$ cat config.mk
export PLATFORM = sky130hd
export DESIGN_NAME = udiv_unit
export DESIGN_NICKNAME = d
export VERILOG_FILES = /design/src/rtl/udiv_pkg.sv /design/src/rtl/udiv_ctrl.sv /design/src/rtl/udiv_core.sv /design/src/rtl/udiv_flags.sv /design/src/rtl/udiv_unit.sv
export SDC_FILE = /design/constraint.sdc
export NUM_CORES = 1
export LEC_CHECK = 0
export BUFFER_PORTS_ARGS = -buffer_cell sky130_fd_sc_hd__buf_2
export CELL_PAD_IN_SITES_DETAIL_PLACEMENT = 1
export CELL_PAD_IN_SITES_GLOBAL_PLACEMENT = 1
export CORE_MARGIN = 2
export CORE_UTILIZATION = 45
export DETAILED_ROUTE_END_ITERATION = 7
export PLACE_DENSITY_LB_ADDON = 0.2
export SYNTH_ARGS = -nofsm -noshare
export SYNTH_HDL_FRONTEND = slang
export SYNTH_SLANG_ARGS = --single-unit
$ cat constraint.sdc
create_clock -name clk_i -period 7.6 [get_ports clk_i]
set_clock_uncertainty 0.05 [all_clocks]
set_input_delay 1.14 -clock clk_i [delete_from_list [all_inputs] [get_ports clk_i]]
set_output_delay 1.14 -clock clk_i [all_outputs]
set_load 0.01 [all_outputs]
$ cat src/rtl/udiv_pkg.sv
package udiv_pkg;
  typedef enum logic [1:0] {
    ST_IDLE = 2'd0,
    ST_RUN  = 2'd1,
    ST_FIN  = 2'd2
  } div_state_e;

  // condition field bit positions
  localparam int unsigned CR_LT = 2;
  localparam int unsigned CR_GT = 1;
  localparam int unsigned CR_EQ = 0;
  localparam int unsigned CR_W  = 3;
endpackage

$ cat src/rtl/udiv_ctrl.sv
module udiv_ctrl #(
  parameter int unsigned W = 64
) (
  input  logic clk_i,
  input  logic rst_ni,
  input  logic start_i,
  input  logic zero_i,
  output logic accept_o,
  output logic load_o,
  output logic step_o,
  output logic fin_o,
  output logic zero_fin_o
);
  import udiv_pkg::*;
  localparam int unsigned CNT_W = (W > 1) ? $clog2(W) : 1;

  div_state_e state_q, state_d;
  logic [CNT_W-1:0] cnt_q, cnt_d;

  always_comb begin
    state_d    = state_q;
    cnt_d      = cnt_q;
    accept_o   = 1'b0;
    load_o     = 1'b0;
    step_o     = 1'b0;
    fin_o      = 1'b0;
    zero_fin_o = 1'b0;
    unique case (state_q)
      ST_IDLE: begin
        if (start_i) begin
          accept_o = 1'b1;
          if (zero_i) begin
            fin_o      = 1'b1;
            zero_fin_o = 1'b1;
          end else begin
            load_o  = 1'b1;
            cnt_d   = CNT_W'(W - 1);
            state_d = ST_RUN;
          end
        end
      end
      ST_RUN: begin
        step_o = 1'b1;
        if (cnt_q == '0) state_d = ST_FIN;
        else             cnt_d   = cnt_q - 1'b1;
      end
      ST_FIN: begin
        fin_o   = 1'b1;
        state_d = ST_IDLE;
      end
      default: state_d = ST_IDLE;
    endcase
  end

  always_ff @(posedge clk_i or negedge rst_ni) begin
    if (!rst_ni) begin
      state_q <= ST_IDLE;
      cnt_q   <= '0;
    end else begin
      state_q <= state_d;
      cnt_q   <= cnt_d;
    end
  end
endmodule

$ cat src/rtl/udiv_core.sv
module udiv_core #(
  parameter int unsigned W = 64
) (
  input  logic         clk_i,
  input  logic         rst_ni,
  input  logic         load_i,
  input  logic         step_i,
  input  logic [W-1:0] dividend_i,
  input  logic [W-1:0] divisor_i,
  output logic [W-1:0] quot_o
);
  logic [W-1:0] rem_q, qr_q, dvs_q;
  logic [W:0]   trial, diff;
  logic         fits;

  // shift one dividend bit into the partial remainder, try a subtract
  assign trial = {rem_q, qr_q[W-1]};
  assign diff  = trial - {1'b0, dvs_q};
  assign fits  = ~diff[W];

  always_ff @(posedge clk_i or negedge rst_ni) begin
    if (!rst_ni) begin
      rem_q <= '0;
      qr_q  <= '0;
      dvs_q <= '0;
    end else if (load_i) begin
      rem_q <= '0;
      qr_q  <= dividend_i;
      dvs_q <= divisor_i;
    end else if (step_i) begin
      rem_q <= fits ? diff[W-1:0] : trial[W-1:0];
      qr_q  <= {qr_q[W-2:0], fits};
    end
  end

  assign quot_o = qr_q;
endmodule

$ cat src/rtl/udiv_flags.sv
module udiv_flags #(
  parameter int unsigned W = 64
) (
  input  logic         clk_i,
  input  logic         rst_ni,
  input  logic         fin_i,
  input  logic         zero_i,
  input  logic         ovf_en_i,
  input  logic         rec_i,
  input  logic         so_clr_i,
  input  logic [W-1:0] quot_i,
  output logic [W-1:0] quot_o,
  output logic         done_o,
  output logic [2:0]   cr_o,
  output logic         cr_valid_o,
  output logic         ov_o,
  output logic         so_o
);
  import udiv_pkg::*;

  logic [W-1:0]    res;
  logic [CR_W-1:0] cr_new;
  logic            ov_set;

  assign res = zero_i ? '0 : quot_i;

  always_comb begin
    cr_new = '0;
    if (res == '0)     cr_new[CR_EQ] = 1'b1;
    else if (res[W-1]) cr_new[CR_LT] = 1'b1;
    else               cr_new[CR_GT] = 1'b1;
  end

  assign ov_set = fin_i & ovf_en_i & zero_i;

  always_ff @(posedge clk_i or negedge rst_ni) begin
    if (!rst_ni) begin
      quot_o     <= '0;
      done_o     <= 1'b0;
      cr_o       <= '0;
      cr_valid_o <= 1'b0;
      ov_o       <= 1'b0;
    end else begin
      done_o     <= fin_i;
      cr_valid_o <= fin_i & rec_i;
      if (fin_i) begin
        quot_o <= res;
        if (rec_i)    cr_o <= cr_new;
        if (ovf_en_i) ov_o <= zero_i;
      end
    end
  end

  // sticky summary: set beats clear
  always_ff @(posedge clk_i or negedge rst_ni) begin
    if (!rst_ni)       so_o <= 1'b0;
    else if (ov_set)   so_o <= 1'b1;
    else if (so_clr_i) so_o <= 1'b0;
  end
endmodule

$ cat src/rtl/udiv_unit.sv
module udiv_unit #(
  parameter int unsigned W = 64
) (
  input  logic         clk_i,
  input  logic         rst_ni,
  input  logic         start_i,
  input  logic [W-1:0] dividend_i,
  input  logic [W-1:0] divisor_i,
  input  logic         ovf_en_i,
  input  logic         rec_en_i,
  input  logic         so_clr_i,
  output logic [W-1:0] quot_o,
  output logic         done_o,
  output logic [2:0]   cr_o,
  output logic         cr_valid_o,
  output logic         ov_o,
  output logic         so_o
);
  logic accept, load, step, fin, zero_fin, zero_in;
  logic ovf_en_q, rec_q;
  logic fl_ovf_en, fl_rec;
  logic [W-1:0] core_q;

  assign zero_in = (divisor_i == '0);

  udiv_ctrl #(.W(W)) u_ctrl (
    .clk_i      (clk_i),
    .rst_ni     (rst_ni),
    .start_i    (start_i),
    .zero_i     (zero_in),
    .accept_o   (accept),
    .load_o     (load),
    .step_o     (step),
    .fin_o      (fin),
    .zero_fin_o (zero_fin)
  );

  udiv_core #(.W(W)) u_core (
    .clk_i      (clk_i),
    .rst_ni     (rst_ni),
    .load_i     (load),
    .step_i     (step),
    .dividend_i (dividend_i),
    .divisor_i  (divisor_i),
    .quot_o     (core_q)
  );

  always_ff @(posedge clk_i or negedge rst_ni) begin
    if (!rst_ni) begin
      ovf_en_q <= 1'b0;
      rec_q    <= 1'b0;
    end else if (accept) begin
      ovf_en_q <= ovf_en_i;
      rec_q    <= rec_en_i;
    end
  end

  // zero divisor finishes on the accept edge, so it uses live controls
  assign fl_ovf_en = zero_fin ? ovf_en_i : ovf_en_q;
  assign fl_rec    = zero_fin ? rec_en_i : rec_q;

  udiv_flags #(.W(W)) u_flags (
    .clk_i      (clk_i),
    .rst_ni     (rst_ni),
    .fin_i      (fin),
    .zero_i     (zero_fin),
    .ovf_en_i   (fl_ovf_en),
    .rec_i      (fl_rec),
    .so_clr_i   (so_clr_i),
    .quot_i     (core_q),
    .quot_o     (quot_o),
    .done_o     (done_o),
    .cr_o       (cr_o),
    .cr_valid_o (cr_valid_o),
    .ov_o       (ov_o),
    .so_o       (so_o)
  );
endmodule

==> impl_metrics.csv, run 1 <==
group,metric,value,unit
final_layout,multi_input_area,7740,um^2
setup_path,worstPathRequired,8.04,ns
run_status,status,"finished, final reports clean",
job,drv_cap,0,
floorplanning,dieWidth,188,um
setup_path,endpoint_kind,"flop",
setup_path,cp_max_fo,220,
setup_path,critPathCapture,"u_core.rem_q[62]",
global_route,overflow,0,
global_route,grt_pass1_vias,14545,
detailed_routing,routed_via_density,5.79,
worst_hold_path,hold_path_class,"flop to flop",
clock_network,cts.sinks,273,
logic_synthesis,synth_seq_area_share,44.8,%
placed_design,portBuffers,204,
detailed_routing,initialDrtViolationCount,768,
setup_path,rr_worst_depth,15,
clock_network,htreeDepth,1,
detailed_routing,ant_nets,0,
sta,holdWs,0.430,ns
floorplanning,coreArea,33400,um^2
sta,setup_viol,0,
setup_path,crit_type,"input pin to flop",
detailed_routing,vias,13867,
final_layout,final.fill_count,4036,
logic_synthesis,ys_ff_latch,273,
detailed_routing,first_pass_iters,4,
final_layout,seq_area,6830,um^2
sta,period_share,60.5,%
floorplanning,initial_core_util,45.6,%
setup_path,critPathArrivalTime,5.04,ns
logic_synthesis,syn-mean-instance-area,8.54,um^2
logic_synthesis,yosysUniqueCellTypes,67,
detailed_routing,drc,0,
clock_network,clock_latency,0.59,ns
logic_synthesis,synth_edf_count,0,
global_route,antenna_found_initial,1,
power_and_ir_drop,peakVddDrop,0.231,mV
clock_network,cts_buffer_depth,3,
logic_synthesis,synth-async-reset-ratio,100,%
global_route,grt_pass1_wl,77.6,mm
floorplanning,die_area,35300,um^2
clock_network,post-cts-setup-buffers,0,
setup_path,slowest_stage,"nor2_4",
setup_path,crit_start,"divisor_i[25]",
detailed_routing,wl,47.9,mm
sta,tns,0,ns
setup_path,rr_endpoint,"u_core.rem_q[1]",
floorplanning,pin_count,205,
logic_synthesis,yosysWarnings,0,
placed_design,dpl.hpwl,32.5,mm
floorplanning,chipHeight,188,um
final_layout,syn_to_final_growth,16.1,%
floorplanning,std_cell_rows,67,
logic_synthesis,synth_cells,1784,
placed_design,finalWeightedCongestion,0.923,
sta,rsz0062_at_grt,"no",
sta,hold_violations,0,
clock_network,path_clk_slew,0.06,ns
clock_network,cts_resized,0,
clock_network,root_buffer,"clkbuf_16",
clock_network,cts_hold_buf,0,
logic_synthesis,synth.net_count,1985,
sta,worst_pin_slew,1.08,ns
setup_path,rrSetupSlack,3.19,ns
logic_synthesis,yosys_most_used_dff,"dfrtp_1",
power_and_ir_drop,p_leak,8.23,nW
final_layout,final_nets,2125,
setup_path,crit_chain,"buf_2, nor4_1, nand4_1, nor4_1, nor2b_4, buf_12, nor2_4, buf_12, a32oi_1, o21ai_0",
setup_path,critPathMaxStageDelay,0.94,ns
setup_path,rr_startpoint,"u_core.quot_o[63]",
sta,period_minus_slack,4.60,ns
logic_synthesis,synth_area,15200,um^2
setup_path,startpoint_type,"input pin",
final_layout,final_layout_size_suffix_gt1_share,14.9,%
clock_network,cts_buffers,30,
sta,slew_viol_final,0,
power_and_ir_drop,power_density,378,nW/um^2
global_route,grt_use_total,27.0,%
global_route,grt_max_degree,221,
sta,max_freq,0.217,GHz
clock_network,cts_tree,"done",
sta,relSlewSlack,28.1,%
detailed_routing,wire_per_inst,20.0,um
==> cells in the mapped netlist, drive strengths merged (22+ instances only) <==
cell,n,area (um^2)
nor2,43,161
mux2i,22,220
nand2,429,1610
nor4,41,257
ha,66,826
dfrtp,273,6830
xnor2,34,305
xor2,27,236
clkbuf,93,349
nand3,75,375
a21o,38,285
a21oi,151,756
o21ai,115,576
a22oi,64,480
nand4,23,144
inv,84,315
==> where the power goes <==
part / internal, mW / leakage, nW / switching [mW]
clock network: 0.945 / 0.521 / 0.642
registers: 1.81 / 3.01 / 0.349
logic: 1.19 / 4.70 / 1.74
==> worst min path at each step <==
stage / start / to / slack [ns] / depth (start not counted)
finish: u_flags.ov_o / u_flags.ov_o / 0.43 / 2
global route: u_flags.cr_o[1] / u_flags.cr_o[1] / 0.48 / 2
CTS: u_flags.ov_o / u_flags.ov_o / 0.44 / 2
detailed placement: u_flags.cr_o[2] / u_flags.cr_o[2] / 0.42 / 2
global placement: u_flags.cr_o[1] / u_flags.cr_o[1] / 0.41 / 2
floorplan: u_ctrl.cnt_q[0] / u_ctrl.cnt_q[0] / 0.41 / 1
==> routing by layer <==
layer	vias up	wire length [um]	track usage, %
met1	6895	21000	35.3
li1	6546	-	-
met4	0	1450	8.21
met2	349	23200	46.7
met5	-	0	0
met3	77	2280	3.31
==> registers in the layout, summed over array words and instances (netlist names) <==
name,cells
u_flags.quot_o,64
u_core.quot_o,64
u_flags.cr_valid_o,1
ovf_en_q,1
u_ctrl.cnt_q,6
u_flags.so_o,1
u_flags.ov_o,1
rec_q,1
u_flags.cr_o,3
u_core.dvs_q,64
u_flags.done_o,1
u_core.rem_q,64
u_ctrl.state_q,2
==> kinds of logic (layout without fill, tap and decap cells) <==
logic type      count (synthesis)  count (layout)  share of synthesized area, %
simple gates                  677             677                          19.5
compound gates                489             489                          20.0
flops                         273             273                          44.8
buf+inv                       191             354                          4.78
fa+ha+maj                      67              67                          5.55
xor+xnor                       61              61                          3.56
mux                            26              26                          1.74
other cells                     0               1                             0
==> cell type report <==
class                   count  share of cell area (%)
well taps                 448                    3.17
diodes                      1                  0.0141
inverters                  84                    1.78
clock buffers              36                    4.65
repair buffers            215                    6.51
clock inverters            19                    1.48
multi-input cells        1320                    43.8
flip-flops and latches    273                    38.6
==> cells in the final DEF, fill, tap and decap left out, drive strengths merged, types with 20 or more instances in the layout <==
| cell type | n |
|---|---|
| a21o | 38 |
| a21oi | 151 |
| a22oi | 64 |
| buf | 215 |
| clkbuf | 36 |
| dfrtp | 273 |
| ha | 66 |
| inv | 84 |
| mux2i | 22 |
| nand2 | 429 |
| nand3 | 75 |
| nand4 | 23 |
| nor2 | 43 |
| nor3 | 20 |
| nor4 | 41 |
| o21ai | 115 |
| o22ai | 20 |
| xnor2 | 34 |
| xor2 | 27 |
==> metrics by stage <==
stage               total power, mW  std cells  utilization [%]  area, um^2  setup WS [ns]
finish                         6.68       2396             52.9       17700           3.00
floorplan                      4.25       1784                -       15200           4.42
detailed placement             5.07       2340             49.6       16600           2.33
global placement               4.94       2340             49.6       16600           2.41
CTS                            6.70       2395             52.9       17700           2.93
global route                   7.14       2395             52.9       17700           2.79
==> critical path: cells and delay by family <==
kind                   cells  cell delay [ns]
and+or+nand+nor            5             2.83
buffers and inverters      3             0.83
AOI/OAI and AO/OA          2             0.20
Note: power is estimated with default switching activity, not from simulation.
==> run 2: changes to the inputs <==
--- a/config.mk
+++ b/config.mk
@@ -9,7 +9,7 @@
 export CELL_PAD_IN_SITES_DETAIL_PLACEMENT = 1
 export CELL_PAD_IN_SITES_GLOBAL_PLACEMENT = 1
 export CORE_MARGIN = 2
-export CORE_UTILIZATION = 45
+export CORE_UTILIZATION = 40
 export DETAILED_ROUTE_END_ITERATION = 7
 export PLACE_DENSITY_LB_ADDON = 0.2
 export SYNTH_ARGS = -nofsm -noshare
==> constraint.sdc (replaced) <==
create_clock -name clk_i -period 3.9 [get_ports clk_i]
set_clock_uncertainty 0.05 [all_clocks]
set_input_delay 0.585 -clock clk_i [delete_from_list [all_inputs] [get_ports clk_i]]
set_output_delay 0.585 -clock clk_i [all_outputs]
set_load 0.01 [all_outputs]
==> run 2 against run 1 <==
  * Sequential share of layout area is 1.0 points lower
  * Combinational power is 100% higher
  * Clock-buffer cell count grew 10
  * Die area up 12%
  * Setup slack lost 2.8 ns
  * Largest cell class unchanged
  * Highest routed layer unchanged
==> impl_metrics.csv, run 2 (synthesis results as in run 1) <==
group,metric,value,unit
final_layout,final_cell_area,18200,um^2
final_layout,layout_common_cells,"nand2_1 (429), dfrtp_1 (273), buf_2 (203)",
placed_design,portBuffers,204,
global_route,overflow,0,
detailed_routing,vias,13793,
clock_network,cts_buffers,31,
clock_network,cts_tree,"done",
power_and_ir_drop,peakVddDrop,0.399,mV
power_and_ir_drop,switching_share,39.7,%
clock_network,cts.sinks,273,
floorplanning,dieWidth,199,um
clock_network,cts_buffer_depth,3,
sta,worst_slack,0.239,ns
placed_design,placed_area,16900,um^2
setup_path,endpoint_kind,"flop",
global_route,grt_pass1_wl,78.8,mm
clock_network,cts_hold_buf,0,
job,drv_cap,0,
setup_path,cp_max_fo,5,
sta,relSlewSlack,34.4,%
setup_path,startpoint_type,"flop",
detailed_routing,ant_nets,0,
clock_network,path_clk_slew,0.06,ns
setup_path,crit_type,"flop to flop",
sta,worst_pin_slew,0.984,ns
detailed_routing,initialDrtViolationCount,804,
setup_path,critPathArrivalTime,4.14,ns
power_and_ir_drop,power_switching,5.34,mW
global_route,grt_pass1_vias,14295,
setup_path,worstPathRequired,4.38,ns
worst_hold_path,hold_path_class,"input pin to async pin",
sta,rsz0062_at_grt,"no",
global_route,grt_use_total,24.9,%
power_and_ir_drop,p_leak,8.46,nW
detailed_routing,wl,49.3,mm
final_layout,final_nets,2156,
floorplanning,chipHeight,199,um
clock_network,clock_latency,0.60,ns
final_layout,syn_to_final_growth,19.2,%
final_layout,final_layout_size_suffix_gt1_share,16.2,%
power_and_ir_drop,power_density,741,nW/um^2
run_status,status,"finished, final reports clean",
detailed_routing,routed_via_density,5.53,
placed_design,finalWeightedCongestion,0.894,
sta,slew_viol_final,0,
floorplanning,pin_count,205,
floorplanning,initial_core_util,40.5,%
floorplanning,die_area,39700,um^2
sta,tns,0,ns
power_and_ir_drop,clkPwrFrac,24.4,%
global_route,antenna_found_initial,3,
sta,period_minus_slack,3.66,ns
clock_network,root_buffer,"clkbuf_16",
detailed_routing,drc,0,
sta,setup_viol,0,
floorplanning,std_cell_rows,71,
sta,period_share,93.9,%
sta,hold_violations,0,
global_route,grt_max_degree,113,
clock_network,htreeDepth,1,
placed_design,dpl.hpwl,35.7,mm
final_layout,final_common_cell,"nand2_1",
floorplanning,coreArea,37600,um^2
detailed_routing,first_pass_iters,6,
detailed_routing,wire_per_inst,19.8,um
power_and_ir_drop,pwr-share-comb,44.1,%
power_and_ir_drop,pwr-share-seq,31.5,%
placed_design,place_ws,0.176,ns
power_and_ir_drop,cellInternalPower,8.12,mW
sta,max_freq,0.273,GHz
power_and_ir_drop,power.total,13.5,mW
## run 2: cell types whose count changed in the layout (fill, tap and decap cells not counted), moves of 3 or more
cell,previous run,this run
buf_12,3,9
clkinvlp_4,5,1
clkbuf_1,1,5
clkbuf_8,5,10
clkinv_2,7,3
buf_4,8,31
diode_2,1,4
## run 2: final timing paths
| check | from | end | slack [ns] | cells past startpoint |
|---|---|---|---|---|
| min in group clk_i | so_clr_i | u_flags.so_o | 0.16 | 2 |
| max | u_core.quot_o[63] | u_core.rem_q[37] | 0.24 | 16 |
| max reg2reg | u_core.quot_o[63] | u_core.rem_q[37] | 0.24 | 16 |
| min | rst_ni | u_flags.quot_o[15] | 0.01 | 1 |
| max in group asynchronous | rst_ni | u_flags.quot_o[41] | 2.85 | 2 |
| min reg2reg | u_flags.cr_o[2] | u_flags.cr_o[2] | 0.43 | 2 |
## run 2: final cells by class
type | instances | area [um^2]
fillers | 4465 | 19400
diodes | 4 | 10.0
inverters | 84 | 315
well taps | 511 | 639
multi-input cells | 1320 | 7760
clock inverters | 11 | 223
repair buffers | 245 | 1460
flip-flops and latches | 273 | 6830
clock buffers | 46 | 932
## run 2: stage by stage
stage	hold WS, ns	util [%]	instances
4_1_cts	0.0880	48.1	2482
2_1_floorplan	0.239	-	1784
5_1_grt	0.0799	48.3	2491
3_5_place_dp	0.420	45.0	2425
3_3_place_gp	0.409	45.0	2425
6_report	0.0116	48.3	2494
## run 2: critical path: stages (launching register included)
cell and delay (ns):
dfrtp_1 0.42, inv_1 0.10, ha_1 0.23, inv_1 0.08, fa_1 0.20, a21oi_1 0.10
nand4b_1 0.20, a21o_1 0.21, o21a_1 0.21, o21a_2 0.26, nor4b_4 0.29, a211oi_4 0.08
buf_4 0.18, xnor2_4 0.15, buf_4 0.17, nor2_1 0.42, a221o_1 0.25
## run 2: metal layers
| metal | part of all wire [%] | wire length, um | track usage (%) |
|---|---|---|---|
| met4 | 2.4 | 1200 | 6.33 |
| met3 | 4.5 | 2220 | 4.07 |
| met1 | 46 | 22700 | 33.2 |
| met2 | 47 | 23200 | 42.2 |
| met5 | 0 | 0 | 0 |
## run 2: power by group through the flow
| stage | combinational [mW] | sequential (mW) | clock (mW) |
|---|---|---|---|
| after floorplan | 4.28 | 4.00 | 0 |
| after global placement | 5.55 | 4.24 | 0 |
| after detailed placement | 5.76 | 4.26 | 0 |
| after CTS | 5.79 | 4.23 | 3.36 |
| after global routing | 6.63 | 4.33 | 3.45 |
| final | 5.93 | 4.24 | 3.29 |
## run 2: repair_timing
| action | CTS | global route |
|---|---|---|
| setup endpoints to repair | 0 | 39 |
| resized for setup | 0 | 4 |
| setup buffers | 0 | 8 |
